$ cat config.mk
export PLATFORM = sky130hd
export DESIGN_NAME = tx_serializer
export DESIGN_NICKNAME = d
export VERILOG_FILES = /design/src/rtl/txs_pkg.sv /design/src/rtl/txs_shift.sv /design/src/rtl/txs_line.sv /design/src/rtl/txs_emph.sv /design/src/rtl/tx_serializer.sv
export SDC_FILE = /design/constraint.sdc
export NUM_CORES = 1
export LEC_CHECK = 0
export ABC_AREA = 1
export BUFFER_PORTS_ARGS = -buffer_cell sky130_fd_sc_hd__buf_2
export CAP_MARGIN = 40
export CORE_MARGIN = 2
export CORE_UTILIZATION = 35
export DETAILED_ROUTE_END_ITERATION = 12
export GPL_TIMING_DRIVEN = 1
export RECOVER_POWER = 50
export SLEW_MARGIN = 20
export SYNTH_ARGS = -nofsm -noshare
export SYNTH_HDL_FRONTEND = slang
export SYNTH_SLANG_ARGS = --single-unit
$ cat constraint.sdc
create_clock -name clk -period 1.4 [get_ports clk]
set_input_delay 0.28 -clock clk [delete_from_list [all_inputs] [get_ports clk]]
set_output_delay 0.28 -clock clk [all_outputs]
set_load 0.01 [all_outputs]
$ cat src/rtl/txs_pkg.sv
package txs_pkg;
  localparam int TXS_WORD_W = 10;

  typedef enum logic {
    LINE_DATA = 1'b0,
    LINE_PARK = 1'b1
  } line_mode_t;
endpackage

$ cat src/rtl/txs_shift.sv
module txs_shift #(
  parameter int WORD_W = txs_pkg::TXS_WORD_W
) (
  input  logic              clk,
  input  logic              rst,
  input  logic              bit_en,
  input  logic [WORD_W-1:0] word_in,
  output logic              word_ready,
  output logic              cur_bit
);
  localparam int CNT_W = (WORD_W > 1) ? $clog2(WORD_W) : 1;
  localparam logic [CNT_W-1:0] LAST = CNT_W'(WORD_W - 1);

  logic [CNT_W-1:0]  cnt_q;
  logic [WORD_W-2:0] rest_q;
  logic              ready_q;

  // bit served this cycle: fresh word bit 0 at a boundary, else the shifted remainder
  always_comb begin
    if (ready_q) cur_bit = word_in[0];
    else         cur_bit = rest_q[0];
  end

  always_ff @(posedge clk) begin
    if (rst) begin
      cnt_q   <= '0;
      rest_q  <= '0;
      ready_q <= 1'b1;
    end else if (bit_en) begin
      if (ready_q) rest_q <= word_in[WORD_W-1:1];
      else         rest_q <= rest_q >> 1;
      if (cnt_q == LAST) begin
        cnt_q   <= '0;
        ready_q <= 1'b1;
      end else begin
        cnt_q   <= cnt_q + 1'b1;
        ready_q <= 1'b0;
      end
    end
  end

  assign word_ready = ready_q;
endmodule

$ cat src/rtl/txs_line.sv
module txs_line
  import txs_pkg::*;
(
  input  logic clk,
  input  logic rst,
  input  logic bit_en,
  input  logic cur_bit,
  input  logic loop_en,
  output logic prev_bit,
  output logic next_bit,
  output logic ser_out,
  output logic loop_out
);
  line_mode_t mode;
  logic data_q;
  logic ser_q;

  assign mode     = loop_en ? LINE_PARK : LINE_DATA;
  assign next_bit = bit_en ? cur_bit : data_q;
  assign prev_bit = data_q;

  always_ff @(posedge clk) begin
    if (rst) begin
      data_q <= 1'b0;
      ser_q  <= 1'b0;
    end else begin
      data_q <= next_bit;
      ser_q  <= (mode == LINE_PARK) ? 1'b1 : next_bit;
    end
  end

  assign loop_out = data_q;
  assign ser_out  = ser_q;
endmodule

$ cat src/rtl/txs_emph.sv
module txs_emph (
  input  logic clk,
  input  logic rst,
  input  logic bit_en,
  input  logic cur_bit,
  input  logic prev_bit,
  input  logic emph_en,
  input  logic loop_en,
  output logic emph_out
);
  logic flag_q;
  logic flag_nxt;
  logic emph_q;

  assign flag_nxt = bit_en ? (cur_bit ^ prev_bit) : flag_q;

  always_ff @(posedge clk) begin
    if (rst) begin
      flag_q <= 1'b0;
      emph_q <= 1'b0;
    end else begin
      flag_q <= flag_nxt;
      emph_q <= emph_en & ~loop_en & flag_nxt;
    end
  end

  assign emph_out = emph_q;
endmodule

$ cat src/rtl/tx_serializer.sv
module tx_serializer #(
  parameter int WORD_W = txs_pkg::TXS_WORD_W
) (
  input  logic              clk,
  input  logic              rst,
  input  logic              bit_en,
  input  logic [WORD_W-1:0] word_in,
  input  logic              loop_en,
  input  logic              emph_en,
  output logic              word_ready,
  output logic              ser_out,
  output logic              loop_out,
  output logic              emph_out
);
  logic cur_bit;
  logic prev_bit;
  logic next_bit;

  txs_shift #(.WORD_W(WORD_W)) u_shift (
    .clk        (clk),
    .rst        (rst),
    .bit_en     (bit_en),
    .word_in    (word_in),
    .word_ready (word_ready),
    .cur_bit    (cur_bit)
  );

  txs_line u_line (
    .clk      (clk),
    .rst      (rst),
    .bit_en   (bit_en),
    .cur_bit  (cur_bit),
    .loop_en  (loop_en),
    .prev_bit (prev_bit),
    .next_bit (next_bit),
    .ser_out  (ser_out),
    .loop_out (loop_out)
  );

  txs_emph u_emph (
    .clk      (clk),
    .rst      (rst),
    .bit_en   (bit_en),
    .cur_bit  (cur_bit),
    .prev_bit (prev_bit),
    .emph_en  (emph_en),
    .loop_en  (loop_en),
    .emph_out (emph_out)
  );
endmodule

After elaboration in Yosys (flattened, before gate mapping):

Index checks and enable logic that the tools add are counted.

* flip-flop bits (word level): 18
* bits of input ports: 15
* output and inout bits: 4

* add/subtract/negate cells: 1
* eq/ne operators: 1
* multiplexer cells: 8
* bitwise logic cells: 4

Operator list (number)
* 2-to-1 mux 9 bit: 1
* 2-to-1 mux 1 bit: 6
* adder 4 x 1 -> 4 bit (second input constant): 1
* equality test 4 bit (second input constant): 1
* 2-to-1 mux 4 bit: 1
* bitwise AND 1 bit: 2
* inverter 1 bit: 1
* XOR 1 bit: 1

Longest topological paths before layout:

* depth after elaboration: 4
* mapped depth: 7
* mapped depth without buffers: 6

Cells and area by module:

A second synthesis with hierarchy kept.

* cell total of the unflattened synthesis: 118
* area, all modules: 828.3 um^2

Modules (own cells, without submodules)
* txs_shift: times used 1, cells an instance 89, area each 633.1 um^2
* txs_line: times used 1, cells an instance 15, area each 101.3 um^2
* txs_emph: times used 1, cells an instance 14, area each 93.8 um^2

Least setup slack after synthesis:

Ideal clock, no wire load.

* path type: flip-flop to flip-flop
* start point: register u_shift.ready_q, in the netlist u_shift.word_ready
* end point: register u_emph.emph_q, in the netlist u_emph.emph_out
* library setup time: 0.111 ns
* arrival time: 0.858 ns
* required time: 1.289 ns
* path slack: 0.431 ns
* stages on the path, launching flop included: 7
* cells stage by stage: dfxtp_1 buf_4 nand2_1 nand3_1 nand3_1 nand2_1 nor2_1

* word-level cells in the longest chain between the ends: 4

RTL lines
* start: declaration: RTL line txs_shift.sv:16 `logic ready_q;`
* start signal: assignment: RTL line txs_shift.sv:28 `ready_q <= 1'b1;`
* start signal: assignment: RTL line txs_shift.sv:34 `ready_q <= 1'b1;`
* start signal: assignment: RTL line txs_shift.sv:37 `ready_q <= 1'b0;`
* 2-to-1 mux 1 bit: RTL line txs_shift.sv:20 `if (ready_q) cur_bit = word_in[0];`
* XOR 1 bit: RTL line txs_emph.sv:15 `assign flag_nxt = bit_en ? (cur_bit ^ prev_bit) : flag_q;`
* 2-to-1 mux 1 bit: RTL line txs_emph.sv:15
* bitwise AND 1 bit: RTL line txs_emph.sv:23 `emph_q <= emph_en & ~loop_en & flag_nxt;`
* end signal: assignment: RTL line txs_emph.sv:23
* end: declaration: RTL line txs_emph.sv:13 `logic emph_q;`

No other way between the ends.
A chain may end at the register's enable or synchronous reset.

Final worst setup path:

* start point: register u_shift.ready_q, in the netlist u_shift.word_ready
* end point: output port word_ready

RTL lines
* end: declaration: RTL line tx_serializer.sv:10 `output logic word_ready,`

No word-level cell between the ends.

==> flow_summary_export.csv <==
group,metric,value,unit
global_routing,grt_antenna_before_repair,0,
logic_synthesis,syn_inst,111,
run,max_cap_viol_count,0,
power,power_density,1090,mW/mm2
finish,antenna_cells,0,
worst_setup_path,critPathLaunchType,"flip-flop",
global_routing,grt_max_degree,19,
logic_synthesis,yosys_register_bits,18,
placement,place_ws,308,ps
clock_tree,cts_buffer_depth,2,
routing,ant_nets,0,
worst_setup_path,required,1120,ps
timing,finalCriticalPeriod,1270,ps
placement,dp.cells,154,
floorplan,ioPinCount,19,
min_path,worstHoldPathType,"input port to flip-flop",
logic_synthesis,syn-cell-area,795,um2
timing,tightest_slew,384,ps
placement,gp_congestion,0.727,
finish,fill_cells,244,
routing,drt_wl_total,1480,um
clock_tree,path_clk_slew,100,ps
timing,slew_viol_final,0,
logic_synthesis,ys_types,15,
timing,timing.final.ws_setup,132,ps
clock_tree,post_cts_resize_count,0,
clock_tree,numCtsBuffers,3,
worst_setup_path,cp_data_arrival_time,990,ps
logic_synthesis,netlist.area_leader.share,0.454,
clock_tree,cts_root_buf,"clkbuf_4",
finish,final_area,933,um2
routing,wl_per_cell,9.34,um
worst_setup_path,end_kind,"output pin",
timing,hold_viol_final,0,
clock_tree,numClockSinks,18,
worst_setup_path,crit_type,"flip-flop to output pin",
routing,drtIter0Drc,7,
finish,area_growth,17.5,%
timing,tns,0,ps
floorplan,die_area,0.00267,mm2
logic_synthesis,seq_area_frac_synth,0.454,
clock_tree,cts_setup_buffers,0,
clock_tree,h-tree-depth,1,
global_routing,grt_pass1_vias,655,
timing,clock_skew,4.51,ps
run_status,status,"completed",
timing,setup_violations,0,
clock_tree,cts_tree,"done",
timing,period_share,0.906,
logic_synthesis,yosys_warnings,0,
global_routing,grt_overflow,0,
floorplan,fp.dieW,51.6,um
global_routing,grt_pass1_wl,2570,um
logic_synthesis,syn_nets,126,
worst_setup_path,crit_fanout,11,
placement,place_area,901,um2
global_routing,grt_usage,0.131,
routing,post-route-drc-count,0,
power,power_leakage,0.493,nW
clock_tree,hold_buffers,0,
logic_synthesis,avgSynthCellArea,7.16,um2
clock_tree,clk_latency,280,ps
finish,final_nets,146,
placement,io_buffers,18,
floorplan,coreArea,0.00217,mm2
floorplan,num_rows,17,
timing,rsz0062_at_grt,"no",
routing,dr.pass1.iters,4,
finish,drive_gt1_frac,0.185,
logic_synthesis,synth_top_cell_by_area,"dfxtp_1",
timing,fmax,789,MHz
timing,worst_hold_slack,208,ps
finish,layout.cells.non_filler,158,
placement,hpwl,1080,um
power,ir_drop,0.000666,V
floorplan,fp.dieH,51.6,um
routing,via_per_inst,4.50,
timing,slew_headroom,0.744,
routing,route.vias.total,711,
logic_synthesis,yosys-top-cells-area,"dfxtp_1, nand2_1, inv_1",
floorplan,initial_core_util,0.366,
[flip-flops by register name (all words and copies together), names as in the netlist]
signal              flops
u_line.ser_out          1
u_shift.word_ready      1
u_shift.cnt_q           4
u_emph.emph_out         1
u_line.loop_out         1
u_emph.flag_q           1
u_shift.rest_q          9
[cells in the final DEF, fill, tap and decap left out]
cell type	count
clkbuf_8	1
inv_2	1
nor2_1	9
nand3_1	12
inv_1	20
o21ai_0	6
nand4_1	2
buf_2	17
o211ai_1	9
and3_1	1
clkbuf_4	3
clkbuf_1	1
dfxtp_1	18
buf_4	2
nand2_1	25
a21oi_1	3
[cell usage after synthesis, drive strengths merged]
library cell	n
a21oi	3
and3	1
buf	5
dfxtp	18
inv	21
nand2	25
nand3	12
nand4	2
nor2	9
o211ai	9
o21ai	6
[critical path: stages, from the launching register on]
cell and delay [ps]:
dfxtp_1 370, buf_4 180, buf_2 150
[metal layers]
layer  GRT usage  routed length (um)  up-vias
met5           0                   0        -
met4      0.0658                   9        0
met3      0.0374                  50        2
met2       0.205                 695        5
met1       0.163                 721      313
li1            -                   -      391
[power by group]
part / switching (mW) / leakage (nW) / internal [mW]
Sequential: 0.0178 / 0.149 / 0.546
Clock: 0.154 / 0.0210 / 0.158
Combinational: 0.0780 / 0.323 / 0.0591
[cell families (layout without fill, tap and decap cells)]
group | Yosys count | count (layout) | synth area share
simple gates | 49 | 49 | 0.263
buf+inv | 26 | 45 | 0.142
compound gates | 18 | 18 | 0.142
flops | 18 | 18 | 0.454
[metrics by stage]
| step | power, mW | utilization |
|---|---|---|
| floorplan | 0.671 | - |
| global placement | 0.713 | 0.415 |
| detailed placement | 0.716 | 0.415 |
| CTS | 1.03 | 0.432 |
| global route | 1.08 | 0.430 |
| finish | 1.01 | 0.430 |
[worst paths after layout]
kind / from / to / slack (ps) / depth (start not counted)
setup / recovery: u_shift.word_ready / word_ready / 130 / 2
hold / removal: emph_en / u_emph.emph_out / 210 / 3
setup reg to reg: u_shift.word_ready / u_line.ser_out / 310 / 5
hold reg to reg: u_shift.rest_q[3] / u_shift.rest_q[3] / 490 / 2
[final cells by class]
type                            count  area [um2]  share of cell area
Sequential cell                    18         360               0.386
Multi-Input combinational cell     67         319               0.342
Timing Repair Buffer               20         104               0.111
Inverter                           21        78.8              0.0845
Clock buffer                        4        36.3              0.0389
Tap cell                           28        35.0              0.0375
(Power assumes the default switching activity.)
